[config.mk]
export PLATFORM = sky130hd
export DESIGN_NAME = isa_iowait_gen
export DESIGN_NICKNAME = d
export VERILOG_FILES = /design/src/rtl/iow_pkg.sv /design/src/rtl/iow_base_sel.sv /design/src/rtl/iow_wr_scale.sv /design/src/rtl/iow_fsm.sv /design/src/rtl/isa_iowait_gen.sv
export SDC_FILE = /design/constraint.sdc
export NUM_CORES = 1
export LEC_CHECK = 0
export ABC_CLOCK_PERIOD_IN_PS = 3110
export BUFFER_PORTS_ARGS = -buffer_cell sky130_fd_sc_hd__buf_4
export CAP_MARGIN = 40
export CORE_MARGIN = 4
export CORE_UTILIZATION = 34
export DETAILED_ROUTE_END_ITERATION = 6
export GPL_ROUTABILITY_DRIVEN = 1
export SYNTH_ARGS = -nofsm -noshare
export SYNTH_HDL_FRONTEND = slang
export SYNTH_HIERARCHICAL = 1
export SYNTH_SLANG_ARGS = --single-unit
[constraint.sdc]
create_clock -name clk -period 3.11 [get_ports clk]
set_input_delay 0.622 -clock clk [delete_from_list [all_inputs] [get_ports clk]]
set_output_delay 0.622 -clock clk [all_outputs]
set_load 0.01 [all_outputs]
[src/rtl/iow_pkg.sv]
package iow_pkg;

    typedef enum logic [1:0] {
        IOW_IDLE   = 2'd0,
        IOW_COUNT  = 2'd1,
        IOW_FINISH = 2'd2
    } iow_state_e;

    // access width encodings
    localparam logic [1:0] SZ_BYTE  = 2'b00;
    localparam logic [1:0] SZ_WORD  = 2'b01;
    localparam logic [1:0] SZ_DWORD = 2'b10;
    localparam logic [1:0] SZ_DWALT = 2'b11;

    // built-in read costs in half bus clocks
    localparam int HALF_BYTE  = 17;  // 8.5 bus clocks
    localparam int HALF_WORD  = 11;  // 5.5 bus clocks
    localparam int HALF_DWORD = 22;  // two word transfers

    localparam int NUM_LANES = 3;

endpackage

[src/rtl/iow_base_sel.sv]
module iow_base_sel
    import iow_pkg::*;
#(
    parameter int OVR_W     = 8,
    parameter int DEF_BYTE  = HALF_BYTE,
    parameter int DEF_WORD  = HALF_WORD,
    parameter int DEF_DWORD = HALF_DWORD
) (
    input  logic [1:0]       size_i,
    input  logic [OVR_W-1:0] ovr_byte_i,
    input  logic [OVR_W-1:0] ovr_word_i,
    input  logic [OVR_W-1:0] ovr_dword_i,
    output logic [OVR_W-1:0] base_o
);

    logic [NUM_LANES-1:0][OVR_W-1:0] ovr_vec;
    logic [NUM_LANES-1:0][OVR_W-1:0] def_vec;
    logic [NUM_LANES-1:0][OVR_W-1:0] lane_val;

    assign ovr_vec[0] = ovr_byte_i;
    assign ovr_vec[1] = ovr_word_i;
    assign ovr_vec[2] = ovr_dword_i;

    assign def_vec[0] = OVR_W'(DEF_BYTE);
    assign def_vec[1] = OVR_W'(DEF_WORD);
    assign def_vec[2] = OVR_W'(DEF_DWORD);

    // each lane: a negative override (sign bit set) falls back to the default
    for (genvar g = 0; g < NUM_LANES; g++) begin : g_lane
        assign lane_val[g] = ovr_vec[g][OVR_W-1] ? def_vec[g] : ovr_vec[g];
    end

    always_comb begin
        unique case (size_i)
            SZ_BYTE:  base_o = lane_val[0];
            SZ_WORD:  base_o = lane_val[1];
            SZ_DWORD: base_o = lane_val[2];
            SZ_DWALT: base_o = lane_val[2];
            default:  base_o = lane_val[2];
        endcase
    end

endmodule

[src/rtl/iow_wr_scale.sv]
module iow_wr_scale #(
    parameter int W = 8
) (
    input  logic [W-1:0] base_i,
    input  logic         is_wr_i,
    output logic [W-1:0] cost_o
);

    localparam int EXT_W = W + 2;

    logic [EXT_W-1:0] triple;

    // 3*base computed as base + 2*base, then divided by four (floor)
    assign triple = {2'b00, base_i} + {1'b0, base_i, 1'b0};

    always_comb begin
        if (is_wr_i) begin
            cost_o = triple[EXT_W-1:2];
        end else begin
            cost_o = base_i;
        end
    end

endmodule

[src/rtl/iow_fsm.sv]
module iow_fsm
    import iow_pkg::*;
#(
    parameter int CNT_W = 8
) (
    input  logic             clk,
    input  logic             rst_n,
    input  logic             stb_i,
    input  logic             bypass_i,
    input  logic [CNT_W-1:0] load_i,
    output logic             stall_o,
    output logic             done_o
);

    iow_state_e       state_q, state_d;
    logic [CNT_W-1:0] cnt_q, cnt_d;
    logic             zero_cost;

    assign zero_cost = bypass_i || (load_i == '0);

    // state register
    always_ff @(posedge clk) begin
        if (!rst_n) begin
            state_q <= IOW_IDLE;
            cnt_q   <= '0;
        end else begin
            state_q <= state_d;
            cnt_q   <= cnt_d;
        end
    end

    // next state
    always_comb begin
        state_d = state_q;
        cnt_d   = cnt_q;
        unique case (state_q)
            IOW_IDLE: begin
                if (stb_i) begin
                    cnt_d   = load_i;
                    state_d = zero_cost ? IOW_FINISH : IOW_COUNT;
                end
            end
            IOW_COUNT: begin
                cnt_d = cnt_q - 1'b1;
                if (cnt_q == CNT_W'(1)) begin
                    state_d = IOW_FINISH;
                end
            end
            IOW_FINISH: begin
                state_d = IOW_IDLE;
            end
            default: begin
                state_d = IOW_IDLE;
            end
        endcase
    end

    // outputs
    always_comb begin
        stall_o = 1'b0;
        done_o  = 1'b0;
        unique case (state_q)
            IOW_IDLE:   ;
            IOW_COUNT:  stall_o = 1'b1;
            IOW_FINISH: done_o  = 1'b1;
            default:    ;
        endcase
    end


    stall_done_excl_chk: assert property (@(posedge clk) disable iff (!rst_n)
        !(stall_o && done_o));


    done_pulse_chk: assert property (@(posedge clk) disable iff (!rst_n)
        done_o |=> !done_o);


    stall_start_chk: assert property (@(posedge clk) disable iff (!rst_n)
        (state_q == IOW_IDLE && stb_i && !zero_cost) |=> stall_o);


    zero_cost_chk: assert property (@(posedge clk) disable iff (!rst_n)
        (state_q == IOW_IDLE && stb_i && zero_cost) |=> (done_o && !stall_o));


    busy_stb_chk: assert property (@(posedge clk) disable iff (!rst_n)
        (stall_o && stb_i && cnt_q > CNT_W'(1)) |=> stall_o);


    count_nonzero_chk: assert property (@(posedge clk) disable iff (!rst_n)
        stall_o |-> (cnt_q != '0));

endmodule

[src/rtl/isa_iowait_gen.sv]
module isa_iowait_gen
    import iow_pkg::*;
#(
    parameter int OVR_W = 8
) (
    input  logic             clk,
    input  logic             rst_n,
    input  logic             acc_stb,
    input  logic [1:0]       acc_size,
    input  logic             acc_wr,
    input  logic             bypass,
    input  logic [OVR_W-1:0] ovr_byte,
    input  logic [OVR_W-1:0] ovr_word,
    input  logic [OVR_W-1:0] ovr_dword,
    output logic             stall,
    output logic             done
);

    localparam int CNT_W = OVR_W;

    logic [OVR_W-1:0] base_cost;
    logic [CNT_W-1:0] final_cost;

    iow_base_sel #(
        .OVR_W (OVR_W)
    ) base_sel_i (
        .size_i      (acc_size),
        .ovr_byte_i  (ovr_byte),
        .ovr_word_i  (ovr_word),
        .ovr_dword_i (ovr_dword),
        .base_o      (base_cost)
    );

    iow_wr_scale #(
        .W (CNT_W)
    ) wr_scale_i (
        .base_i  (base_cost),
        .is_wr_i (acc_wr),
        .cost_o  (final_cost)
    );

    iow_fsm #(
        .CNT_W (CNT_W)
    ) fsm_i (
        .clk      (clk),
        .rst_n    (rst_n),
        .stb_i    (acc_stb),
        .bypass_i (bypass),
        .load_i   (final_cost),
        .stall_o  (stall),
        .done_o   (done)
    );


    wr_cost_bound_chk: assert property (@(posedge clk) disable iff (!rst_n)
        acc_wr |-> (final_cost <= base_cost));

endmodule

==> results_dict.tcl <==
set metrics [dict create \
    finalHoldViolations 0 \
    path_cells "buf_4 -> buf_4 -> o21ai_0 -> nand3_2 -> buf_4 -> ha_1 -> nand3_1 -> a211oi_2 -> nor3_1 -> o31ai_2 -> nor4_2 -> a2111oi_2 -> a22o_1" \
    start_util_pct 36.0 \
    wl_per_cell_um 13.3 \
    boundaryPins 33 \
    core_area_um2 3740 \
    finalSetupViolations 0 \
    root_buffer "clkbuf_8" \
    ys.flop_type "dfxtp_1" \
    cts_buffers 3 \
    synth_top_cell_by_area "dfxtp_1" \
    hold_path.class "reg2reg" \
    drc 0 \
    antenna_found_initial 0 \
    wl_um 3750 \
    die_y_um 70.9 \
    grt_usage_pct 14.3 \
    area_growth_syn_to_layout_pct 42.5 \
    die-area_um2 5030 \
    diodes 0 \
    grt-ovfl-total 0 \
    rsz0062_at_grt "true" \
    critical-path-top-delay-family "compound AO/OA/AOI/OAI gates" \
    synth_edf_count 0 \
    postLayoutCoreUtil_pct 51.2 \
    critPathMostFrequentCell "buf_4" \
    cp-start-kind "input port" \
    layout_min_cycle_time_ns 2.96 \
    maxCapViolCount 0 \
    rows 22 \
    crit_type "in2reg" \
    grt_util_met1_pct 16.5 \
    arrival_ns 3.14 \
    powerDensity_nw_per_um2 368 \
    fin_skew_ns 0.00139 \
    crit_cells 13 \
    clock_sinks 10 \
    synthCells 182 \
    grt_max_degree 13 \
    synth.area.top_cells "dfxtp_1, ha_1, o21ai_0, a211oi_1, nand2_1" \
    synth_area_um2 1350 \
    async_flop_share_pct 0 \
    setup_ws_ns 0.148 \
    grt_pass1_wl_um 6070 \
    via_count 1540 \
    drive_gt1_share_pct 38.0 \
    drtPass1Iterations 4 \
    ir_drop_v 0.000110 \
    tritoncts "done" \
    reg2reg_slack_ns 1.46 \
    dpl.hpwl_um 2970 \
    worstRegToRegCells 4 \
    period_share_pct 95.3 \
    fillers 389 \
    ys_ff_latch 10 \
    power_leakage_nw 0.821 \
    use_met2_pct 26.1 \
    holdPathStages 2 \
    io_buffers 32 \
    h-tree-depth 1 \
    clk_latency_ns 0.23 \
    layout.nets 278 \
    hold-worst-slack_ns 0.559 \
    slew_violations 0 \
    worstPathMaxFanout 3 \
    dp_slack_ns -0.290 \
    fin_cells 282 \
    worstPathRequired_ns 3.29 \
    critPathMaxStageDelay_ns 0.43 \
    synth_warnings 6 \
    max_freq_mhz 338 \
    synth.distinct_cells 55 \
    status "finished clean" \
    fp.dieW_um 70.9 \
    grt-busiest-layer "met2" \
    dp.cells 278 \
    cts.clk_slew.worst_paths_ns 0.05 \
    ys_seq_area_share_pct 14.9 \
    end_kind "flip-flop" \
    cp_slowest_cell "a2111oi_2" \
    use_met3_pct 2.41 \
    syn_avg_cell_area_um2 7.40 \
    ant_nets 0 \
    cp_num_buf_inv 3 \
    synth_top_area_share_pct 14.9 \
    grt_pass1_vias 1457 \
    place.gp.congestion 0.787 \
    via_per_inst 5.46 \
    clock_path_buffers 2 \
    syn_nets 224 \
    first_iter_violations 74 \
]
[metal layers]
layer | share of wire (%) | wire length, um | up-vias
met2 | 51 | 1910 | 44
met4 | 1.0 | 38 | 0
li1 | - | - | 789
met5 | 0 | 0 | -
met3 | 5.4 | 203 | 4
met1 | 43 | 1600 | 703
[path summary, 6_finish.rpt]
path	startpoint	end
setup / recovery	ovr_dword[7]	fsm_i/state_q[0]
hold / removal	fsm_i/cnt_q[4]	fsm_i/cnt_q[4]
setup reg to reg	fsm_i/state_q[1]	fsm_i/cnt_q[4]
hold reg to reg	fsm_i/cnt_q[4]	fsm_i/cnt_q[4]
[layout make-up]
type | instances | area, um2 | area share, %
repair buffers | 57 | 428 | 22.3
clock buffers | 3 | 41.3 | 2.15
multi-input cells | 152 | 1140 | 59.6
inverters | 12 | 45.0 | 2.35
flip-flops and latches | 10 | 200 | 10.4
well taps | 48 | 60.1 | 3.13
[per-stage QoR]
stage                     setup TNS (ns)  power, mW  instance area [um2]
after global routing              -0.169      0.761                 1920
after CTS                              0      0.679                 1830
after floorplan                        0      0.412                 1350
after detailed placement           -1.21      0.538                 1770
final                                  0      0.706                 1920
after global placement            -0.922      0.538                 1770
[worst min-delay path: cells and delay by family (launching register included)]
kind / cells / cell delay [ns]
AO/OA/AOI/OAI: 1 / 0.07
flip-flops: 1 / 0.36
AND/OR/NAND/NOR: 1 / 0.08
[cell usage in the layout (no fill, tap or decap), types with 3 or more instances in the layout]
cell type	instances
a211oi_1	6
nor3_1	10
clkbuf_8	3
nand2b_1	8
dfxtp_1	10
a21oi_1	7
inv_1	11
a211oi_2	3
nand3_1	5
nor2_1	13
o21ai_0	16
buf_4	57
nand2_1	14
o211ai_1	5
nand3_2	4
a211o_1	3
nand3b_1	3
ha_1	6
[synth_stat cells (2+ instances only)]
library cell and count:
nand3b_1 3, a311oi_1 2, nand2b_1 8, or3_1 2, nor2_1 13, and2b_2 2, mux2i_1 2, ha_1 10
buf_6 2, nor3_1 10, nand3_1 9, a222oi_1 2, o211ai_1 5, a211o_1 3, buf_4 3, a21oi_1 9
nand2_1 14, inv_1 11, and2_1 2, buf_2 2, o21ai_0 17, a211oi_1 8, nor4_1 2, dfxtp_1 10
[registers in the layout, summed over array words and instances (netlist names)]
name / flops
fsm_i/state_q: 2
fsm_i/cnt_q: 8
[where the power goes]
group          switching (mW)  internal (mW)  leakage (nW)
registers              0.0380          0.149        0.0828
clock network          0.0498         0.0847        0.0216
logic                   0.187          0.198         0.717
[repair_timing]
action,4_1_cts,5_1_grt
resized for setup,2,17
pin swaps,2,7
buffers inserted,1,0
hold buffers,0,0
endpoints found under the setup margin,2,6
[logic make-up (layout without fill, tap and decap cells)]
family          count (synthesis)  in the layout  synth area share [%]
compound gates                 60             60                  31.9
xor+xnor                        1              1                 0.651
fa+ha+maj                      11             11                  10.8
buf+inv                        20             72                  7.71
flops                          10             10                  14.9
mux                             2              2                  1.49
other cells                     1              1                 0.279
simple gates                   77             77                  32.3
No activity file was read; power rests on OpenSTA's default activity.
